===== config.mk =====
export PLATFORM = sky130hd
export DESIGN_NAME = dma_top
export DESIGN_NICKNAME = d
export VERILOG_FILES = /design/src/rtl/dma_pkg.sv /design/src/rtl/dma_regs.sv /design/src/rtl/dma_xfer.sv /design/src/rtl/dma_top.sv
export SDC_FILE = /design/constraint.sdc
export NUM_CORES = 1
export LEC_CHECK = 0
export CORE_ASPECT_RATIO = 0.5
export CORE_MARGIN = 2
export CORE_UTILIZATION = 42
export CTS_CLUSTER_SIZE = 16
export DETAILED_ROUTE_END_ITERATION = 10
export GPL_ROUTABILITY_DRIVEN = 0
export GPL_TIMING_DRIVEN = 0
export PLACE_DENSITY = 0.89
export SYNTH_ARGS = -nofsm -noshare
export SYNTH_HDL_FRONTEND = slang
export SYNTH_HIERARCHICAL = 1
export SYNTH_SLANG_ARGS = --single-unit
export TNS_END_PERCENT = 1

===== constraint.sdc =====
create_clock -name clk -period 2.95 [get_ports clk]
set_clock_uncertainty 0.1 [all_clocks]
set_input_delay 0.59 -clock clk [delete_from_list [all_inputs] [get_ports clk]]
set_output_delay 0.59 -clock clk [all_outputs]
set_load 0.02 [all_outputs]

===== src/rtl/dma_pkg.sv =====
package dma_pkg;

    localparam int REG_W    = 32;
    localparam int BIT_DIR  = 0;
    localparam int BIT_DONE = 1;
    localparam int BIT_IE   = 30;
    localparam int BIT_IRQ  = 31;

    typedef enum logic [1:0] {
        SEL_ADDR = 2'd0,
        SEL_CNT  = 2'd1,
        SEL_STAT = 2'd2,
        SEL_NONE = 2'd3
    } reg_sel_e;

    typedef struct packed {
        logic irq;
        logic ie;
        logic done;
        logic dir;
    } stat_t;

    typedef struct packed {
        logic step_addr;
        logic step_cnt;
    } step_t;

    function automatic logic [REG_W-1:0] status_word(stat_t s);
        logic [REG_W-1:0] w;
        w           = '0;
        w[BIT_DIR]  = s.dir;
        w[BIT_DONE] = s.done;
        w[BIT_IE]   = s.ie;
        w[BIT_IRQ]  = s.irq;
        return w;
    endfunction

endpackage


===== src/rtl/dma_regs.sv =====
module dma_regs
    import dma_pkg::*;
#(
    parameter int AW = 16,
    parameter int CW = 16
) (
    input  logic             clk,
    input  logic             rst,
    input  reg_sel_e         sel,
    input  logic             wr,
    input  logic             rd,
    input  logic [REG_W-1:0] wdata,
    output logic [REG_W-1:0] rdata,
    input  step_t            step,
    output logic [AW-1:0]    addr,
    output logic             busy,
    output logic             dir,
    output logic             done,
    output logic             irq,
    output logic             fin
);

    logic [AW-1:0] addr_q;
    logic [CW-1:0] cnt_q;
    logic          dir_q, ie_q, done_q, irq_q, busy_q;
    logic          wr_idle, wr_stat, irq_set, irq_clr;
    stat_t         st;

    always_comb begin
        fin     = step.step_cnt && (cnt_q == CW'(1));
        wr_idle = wr && !busy_q;
        wr_stat = wr && (sel == SEL_STAT);
        irq_set = (fin && ie_q) ||
                  (wr_idle && wr_stat && (cnt_q == '0) && wdata[BIT_IE]);
        irq_clr = (rd && (sel == SEL_STAT)) || (wr_stat && wdata[BIT_IRQ]);
        st      = '{irq: irq_q, ie: ie_q, done: done_q, dir: dir_q};
        unique case (sel)
            SEL_ADDR: rdata = REG_W'(addr_q);
            SEL_CNT:  rdata = REG_W'(cnt_q);
            SEL_STAT: rdata = status_word(st);
            default:  rdata = '0;
        endcase
    end

    always_ff @(posedge clk) begin
        if (rst) begin
            addr_q <= '0;
            cnt_q  <= '0;
            dir_q  <= 1'b0;
            ie_q   <= 1'b0;
            done_q <= 1'b1;
            irq_q  <= 1'b0;
            busy_q <= 1'b0;
        end else begin
            if (step.step_addr) addr_q <= addr_q + AW'(1);
            if (step.step_cnt)  cnt_q  <= cnt_q - CW'(1);
            if (fin) begin
                busy_q <= 1'b0;
                done_q <= 1'b1;
            end
            if (wr_idle) begin
                unique case (sel)
                    SEL_ADDR: addr_q <= wdata[AW-1:0];
                    SEL_CNT:  cnt_q  <= wdata[CW-1:0];
                    SEL_STAT: begin
                        dir_q <= wdata[BIT_DIR];
                        ie_q  <= wdata[BIT_IE];
                        if (cnt_q != '0) begin
                            busy_q <= 1'b1;
                            done_q <= 1'b0;
                        end else begin
                            done_q <= 1'b1;
                        end
                    end
                    default: ;
                endcase
            end
            irq_q <= irq_set | (irq_q & ~irq_clr);
        end
    end

    assign addr = addr_q;
    assign busy = busy_q;
    assign dir  = dir_q;
    assign done = done_q;
    assign irq  = irq_q;

endmodule


===== src/rtl/dma_xfer.sv =====
module dma_xfer
    import dma_pkg::*;
#(
    parameter int DW = 32
) (
    input  logic          clk,
    input  logic          rst,
    input  logic          busy,
    input  logic          dir,
    output logic          mem_req,
    input  logic          mem_gnt,
    output logic          mem_we,
    output logic [DW-1:0] mem_wdata,
    input  logic [DW-1:0] mem_rdata,
    output logic          dev_out_valid,
    input  logic          dev_out_ready,
    output logic [DW-1:0] dev_out_data,
    input  logic          dev_in_valid,
    output logic          dev_in_ready,
    input  logic [DW-1:0] dev_in_data,
    output step_t         step
);

    logic [DW-1:0] hold_q;
    logic          full_q;
    logic          fetch, store;

    always_comb begin
        fetch         = busy && dir && !full_q;
        store         = busy && !dir && full_q;
        mem_req       = fetch || store;
        mem_we        = store;
        dev_out_valid = busy && dir && full_q;
        dev_in_ready  = busy && !dir && !full_q;
        step.step_addr = mem_req && mem_gnt;
        step.step_cnt  = (dev_out_valid && dev_out_ready) || (store && mem_gnt);
    end

    always_ff @(posedge clk) begin
        if (rst) begin
            hold_q <= '0;
            full_q <= 1'b0;
        end else if (fetch && mem_gnt) begin
            hold_q <= mem_rdata;
            full_q <= 1'b1;
        end else if (dev_in_ready && dev_in_valid) begin
            hold_q <= dev_in_data;
            full_q <= 1'b1;
        end else if (step.step_cnt) begin
            full_q <= 1'b0;
        end
    end

    assign mem_wdata    = hold_q;
    assign dev_out_data = hold_q;

endmodule


===== src/rtl/dma_top.sv =====
module dma_top
    import dma_pkg::*;
#(
    parameter int AW = 16,
    parameter int CW = 16,
    parameter int DW = 32
) (
    input  logic          clk,
    input  logic          rst,
    input  logic [1:0]    reg_sel,
    input  logic          reg_wr,
    input  logic          reg_rd,
    input  logic [31:0]   reg_wdata,
    output logic [31:0]   reg_rdata,
    output logic          mem_req,
    input  logic          mem_gnt,
    output logic          mem_we,
    output logic [AW-1:0] mem_addr,
    output logic [DW-1:0] mem_wdata,
    input  logic [DW-1:0] mem_rdata,
    output logic          dev_out_valid,
    input  logic          dev_out_ready,
    output logic [DW-1:0] dev_out_data,
    input  logic          dev_in_valid,
    output logic          dev_in_ready,
    input  logic [DW-1:0] dev_in_data,
    output logic          irq
);

    step_t    step_w;
    logic     busy_w, dir_w, done_w, fin_w;
    reg_sel_e sel_w;

    assign sel_w = reg_sel_e'(reg_sel);

    dma_regs #(.AW(AW), .CW(CW)) u_regs (
        .clk   (clk),
        .rst   (rst),
        .sel   (sel_w),
        .wr    (reg_wr),
        .rd    (reg_rd),
        .wdata (reg_wdata),
        .rdata (reg_rdata),
        .step  (step_w),
        .addr  (mem_addr),
        .busy  (busy_w),
        .dir   (dir_w),
        .done  (done_w),
        .irq   (irq),
        .fin   (fin_w)
    );

    dma_xfer #(.DW(DW)) u_xfer (
        .clk           (clk),
        .rst           (rst),
        .busy          (busy_w),
        .dir           (dir_w),
        .mem_req       (mem_req),
        .mem_gnt       (mem_gnt),
        .mem_we        (mem_we),
        .mem_wdata     (mem_wdata),
        .mem_rdata     (mem_rdata),
        .dev_out_valid (dev_out_valid),
        .dev_out_ready (dev_out_ready),
        .dev_out_data  (dev_out_data),
        .dev_in_valid  (dev_in_valid),
        .dev_in_ready  (dev_in_ready),
        .dev_in_data   (dev_in_data),
        .step          (step_w)
    );

endmodule


==> results.yml, run 1 <==
outcome:
  status: "finished clean"
floorplanning:
  num_io_pins: 222
  core_area_um2: 11000
  rows: 27
  die-area_um2: 12200
  dieHeight_um: 79.0
  initial_utilization_pct: 43.1
  die-width_um: 154
cells_and_area:
  layout-drive-gt1-share_pct: 19.8
  seq_area_um2: 1400
  diodes: 0
  multi_input_area_um2: 2630
  fillers: 924
  syn_to_final_growth_pct: 52.0
  stdcell_count: 922
  fin_util_pct: 65.5
  finalNetCount: 880
synth:
  yosys_warnings: 6
  syn_avg_cell_area_um2: 8.49
  netlist_area_um2: 4730
  synthCells: 557
pwr:
  ir_drop_mv: 0.265
  p_sw_share_pct: 31.2
  leakagePower_nw: 2.77
  share_comb_of_total_power_pct: 25.7
  seq_power_share_pct: 37.5
  pwr-share-clk_pct: 36.8
  finalPower_mw: 2.82
  p_per_area_nw_per_um2: 392
  p_int_mw: 1.94
  switchingPower_uw: 880
detailed_routing:
  drt-initial-drc-count: 303
  drtAntennaViolNets: 0
  routed_wl_mm: 15.4
  wire_per_inst_um: 16.7
  post-route-drc-count: 0
  vias_per_cell: 5.39
  detail_route.first_pass.iterations: 5
  vias: 4974
clock_network:
  post_cts_buffers: 0
  clk_pin_slew_ps: 60
  root_buffer: "clkbuf_16"
  cts_buffer_depth: 2
  cts_made_buffers: 9
  htree_levels: 3
  clkSinkCount: 70
  hold_buffers: 0
  cts_tree: "done"
  clock_latency_ps: 340
setup_path:
  cp-start-kind: "input port"
  worstPathArrival_ps: 2230
  crit_type: "input port to output pin"
  path_max_fanout: 10
  crit_path_end_kind: "output pin"
  rrSetupSlack_ps: 170
  reg2reg_depth: 9
  worstPathRequired_ps: 2260
timing:
  maxSlewViolCount: 0
  hold_viol_final: 0
  holdWs_ps: 416
  fin_crit_ps: 2920
  relSlewSlack_pct: 48.7
  worst_pin_slew_ps: 769
  tns_ps: 0
  grt_setup_unrepaired: "true"
  timing.fmax_mhz: 343
  period_share_pct: 98.9
  setup_viol: 0
grt:
  grt_usage_pct: 24.8
  antenna_found_initial: 0
  grt_start_max_net_pins: 15
  grt_pass1_wl_mm: 24.1
  grt_pass1_vias: 4752
  grt_remaining_overflow: 0
placement:
  dp_hpwl_mm: 11.8
  io_buffer_count: 192
  dpl.cell_count: 907
run:
  max_cap_viol_count: 0
hold_path:
  min_path_cells: 2
  hold_path.class: "register to register"
[registers in the layout, indices dropped and copies added, names as in the netlist]
| signal | cells |
|---|---|
| u_regs/addr | 16 |
| u_regs/busy | 1 |
| u_regs/cnt_q | 16 |
| u_regs/dir | 1 |
| u_regs/done | 1 |
| u_regs/ie_q | 1 |
| u_regs/irq | 1 |
| u_xfer/dev_out_data | 32 |
| u_xfer/full_q | 1 |
[power groups by stage]
| stage | Combinational (mW) | Sequential [mW] | Clock (mW) |
|---|---|---|---|
| global route | 0.771 | 1.06 | 1.10 |
| detailed placement | 0.720 | 1.07 | 0 |
| floorplan | 0.378 | 1.09 | 0 |
| CTS | 0.721 | 1.05 | 1.06 |
| global placement | 0.705 | 1.07 | 0 |
| finish | 0.724 | 1.06 | 1.04 |
[worst max-delay path, cell delays in order]
cell and delay (ps):
clkdlybuf4s50_1 470, clkbuf_4 250, clkbuf_8 240, mux2i_1 290, nor2_1 60, dlygate4sd2_1 320
[what timing repair did]
action,CTS,global route
resized for setup,19,4
gates cloned,0,0
endpoints found under the setup margin,19,7
[cells in the final DEF, fill, tap and decap left out, drive strengths merged, types with 8 or more instances in the layout]
master,instances
nand3,8
dfxtp,70
a211oi,52
a21oi,42
nor3,9
o21ai,16
dlygate4sd2,10
mux2i,21
buf,69
conb,14
clkdlybuf4s50,181
inv,40
xnor2,14
clkbuf,32
nand4,9
nor2,81
nand2,11
a32o,29
xor2,11
[stage by stage]
step | setup slack (ps) | area [um^2]
after detailed placement | -902 | 6880
after global routing | -67.7 | 7190
after global placement | -850 | 6880
after CTS | 10.4 | 7180
after floorplan | 192 | 4780
final | 32.2 | 7190
[routing by layer]
metal	up-vias	global-route usage [%]	share of wire, %
li1	2357	-	-
met1	2339	29.3	40
met2	244	44.7	50
met3	34	5.57	7.9
met4	0	9.25	2.3
met5	-	0	0
[path summary, 6_finish.rpt]
| kind | startpoint | endpoint |
|---|---|---|
| worst max-delay path | reg_sel[0] | reg_rdata[2] |
| worst min-delay path | u_regs/irq$_SDFF_PP0_ | u_regs/irq$_SDFF_PP0_ |
| worst max register to register | u_regs/dir$_SDFFE_PP0P_ | u_regs/addr[15]$_SDFF_PP0_ |
| worst min register to register | u_regs/irq$_SDFF_PP0_ | u_regs/irq$_SDFF_PP0_ |
[cell type report]
class | count | share of cell area [%]
Multi-Input combinational cell | 370 | 36.6
Timing Repair Buffer | 192 | 26.6
Sequential cell | 70 | 19.5
Buffer | 92 | 8.90
Clock buffer | 9 | 3.13
Tap cell | 145 | 2.52
Inverter | 37 | 1.93
Clock inverter | 7 | 0.783
(Power assumes the default switching activity.)
==> run 2: changes to the inputs <==
Settings changed: CORE_ASPECT_RATIO 0.5 to not set.
==> results.yml, run 2 (synthesized netlist as in run 1, its figures left out) <==
run:
  max_cap_viol_count: 0
setup_path:
  critPathMaxStageDelay_ps: 470
  crit_chain: "clkdlybuf4s50_1, buf_4, clkbuf_8, mux2i_2, nor2_1, dlygate4sd2_1"
  crit_type: "input port to output pin"
  crit_path_end_kind: "output pin"
  crit_family: "buffers and inverters"
  cp-startpoint: "reg_sel[0]"
  worstPathRequired_ps: 2260
  worstPathArrival_ps: 2200
  slowest_stage: "clkdlybuf4s50_1"
  rr_startpoint: "u_regs/dir$_SDFFE_PP0P_"
  path_max_fanout: 10
  cp-start-kind: "input port"
  worst-path-buf-inv: 4
floorplanning:
  core_area_um2: 10900
  num_io_pins: 222
  initial_utilization_pct: 43.4
  die-area_um2: 12100
  rows: 38
  die-width_um: 110
  dieHeight_um: 110
clock_network:
  post_cts_buffers: 0
  clock_latency_ps: 340
  cts_made_buffers: 9
  clk_pin_slew_ps: 70
  root_buffer: "clkbuf_8"
  cts_buffer_depth: 2
  cts_tree: "done"
  htree_levels: 3
  hold_buffers: 0
  clkSinkCount: 70
  ctsResizeCount: 20
pwr:
  seq_power_share_pct: 41.2
  p_sw_share_pct: 31.1
  p_int_mw: 1.77
  switchingPower_uw: 800
  pwr-share-clk_pct: 30.4
  leakagePower_nw: 2.75
  p_per_area_nw_per_um2: 362
  share_comb_of_total_power_pct: 28.4
  ir_drop_mv: 0.241
detailed_routing:
  drt-initial-drc-count: 331
  routed_wl_mm: 16.0
  vias: 5017
  post-route-drc-count: 0
  vias_per_cell: 5.47
  detail_route.first_pass.iterations: 5
  drtAntennaViolNets: 0
  wire_per_inst_um: 17.4
cells_and_area:
  fin_util_pct: 65.2
  diodes: 0
  largest_reg_flops: 32
  final_common_cell: "clkdlybuf4s50_1"
  seq_area_um2: 1400
  layout_common_cells: "179 x clkdlybuf4s50_1, 81 x nor2_1, 70 x dfxtp_1"
  fillers: 879
  finalNetCount: 880
  multi_input_area_um2: 2630
  syn_to_final_growth_pct: 50.2
  layout-drive-gt1-share_pct: 19.7
timing:
  worst_pin_slew_ps: 736
  period_share_pct: 98.1
  timing.fmax_mhz: 346
  holdWs_ps: 410
  maxSlewViolCount: 0
  setup_viol: 0
  fin_crit_ps: 2890
  grt_setup_unrepaired: "false"
  relSlewSlack_pct: 50.6
  hold_viol_final: 0
grt:
  grt_remaining_overflow: 0
  grt_usage_pct: 25.7
  grt_pass1_wl_mm: 24.2
  grt_pass1_vias: 5104
  grt_start_max_net_pins: 13
  antenna_found_initial: 0
placement:
  io_buffer_count: 192
  dp_hpwl_mm: 12.6
hold_path:
  hold_path.class: "register to register"
  hp-start: "u_regs/irq$_SDFF_PP0_"
outcome:
  status: "finished clean"
-- run 2: layout make-up --
type / instances / area share (%)
Clock buffer: 11 / 1.99
Multi-Input combinational cell: 370 / 37.0
Timing Repair Buffer: 192 / 27.0
Buffer: 92 / 9.03
Tap cell: 140 / 2.47
Inverter: 37 / 1.96
Sequential cell: 70 / 19.7
Clock inverter: 5 / 0.828
-- run 2: worst paths after layout --
| kind | to | slack (ps) | cells past startpoint |
|---|---|---|---|
| setup / recovery | reg_rdata[2] | 60 | 6 |
| hold reg to reg | u_regs/irq$_SDFF_PP0_ | 410 | 2 |
| setup reg to reg | u_regs/cnt_q[13]$_SDFF_PP0_ | 190 | 9 |
| hold / removal | u_regs/irq$_SDFF_PP0_ | 410 | 2 |
-- run 2: through the flow --
step | std cells | setup TNS (ps) | area, um^2 | setup slack, ps | total power [mW]
after floorplan | 570 | 0 | 4780 | 192 | 1.47
after global placement | 902 | -10430 | 6870 | -877 | 1.78
after detailed placement | 902 | -10640 | 6870 | -863 | 1.80
after CTS | 918 | 0 | 7090 | 12.1 | 2.58
after global routing | 917 | 0 | 7100 | 0.965 | 2.68
final | 917 | 0 | 7100 | 56.9 | 2.57
-- run 2: power by group through the flow --
stage | Clock, mW | Sequential [mW] | Combinational, mW
3_3_place_gp | 0 | 1.08 | 0.708
6_report | 0.782 | 1.06 | 0.731
5_1_grt | 0.839 | 1.07 | 0.777
3_5_place_dp | 0 | 1.08 | 0.724
4_1_cts | 0.796 | 1.06 | 0.726
2_1_floorplan | 0 | 1.09 | 0.378
-- run 2: metal layers --
layer	vias up	track usage [%]	wire length [um]	share of wire (%)
met1	2292	26.9	5850	37
met4	0	13.8	619	3.9
li1	2357	-	-	-
met3	56	6.53	1700	11
met2	312	46.7	7800	49
met5	-	0	0	0
-- run 2: worst reg2reg max path: stages (launching register included) --
cell and delay, ps:
dfxtp_1 380, buf_6 140, buf_2 240, mux2i_1 140, nor2_1 140, buf_2 210
nor4b_4 400, nand3_2 190, or4_1 460, a311oi_1 290
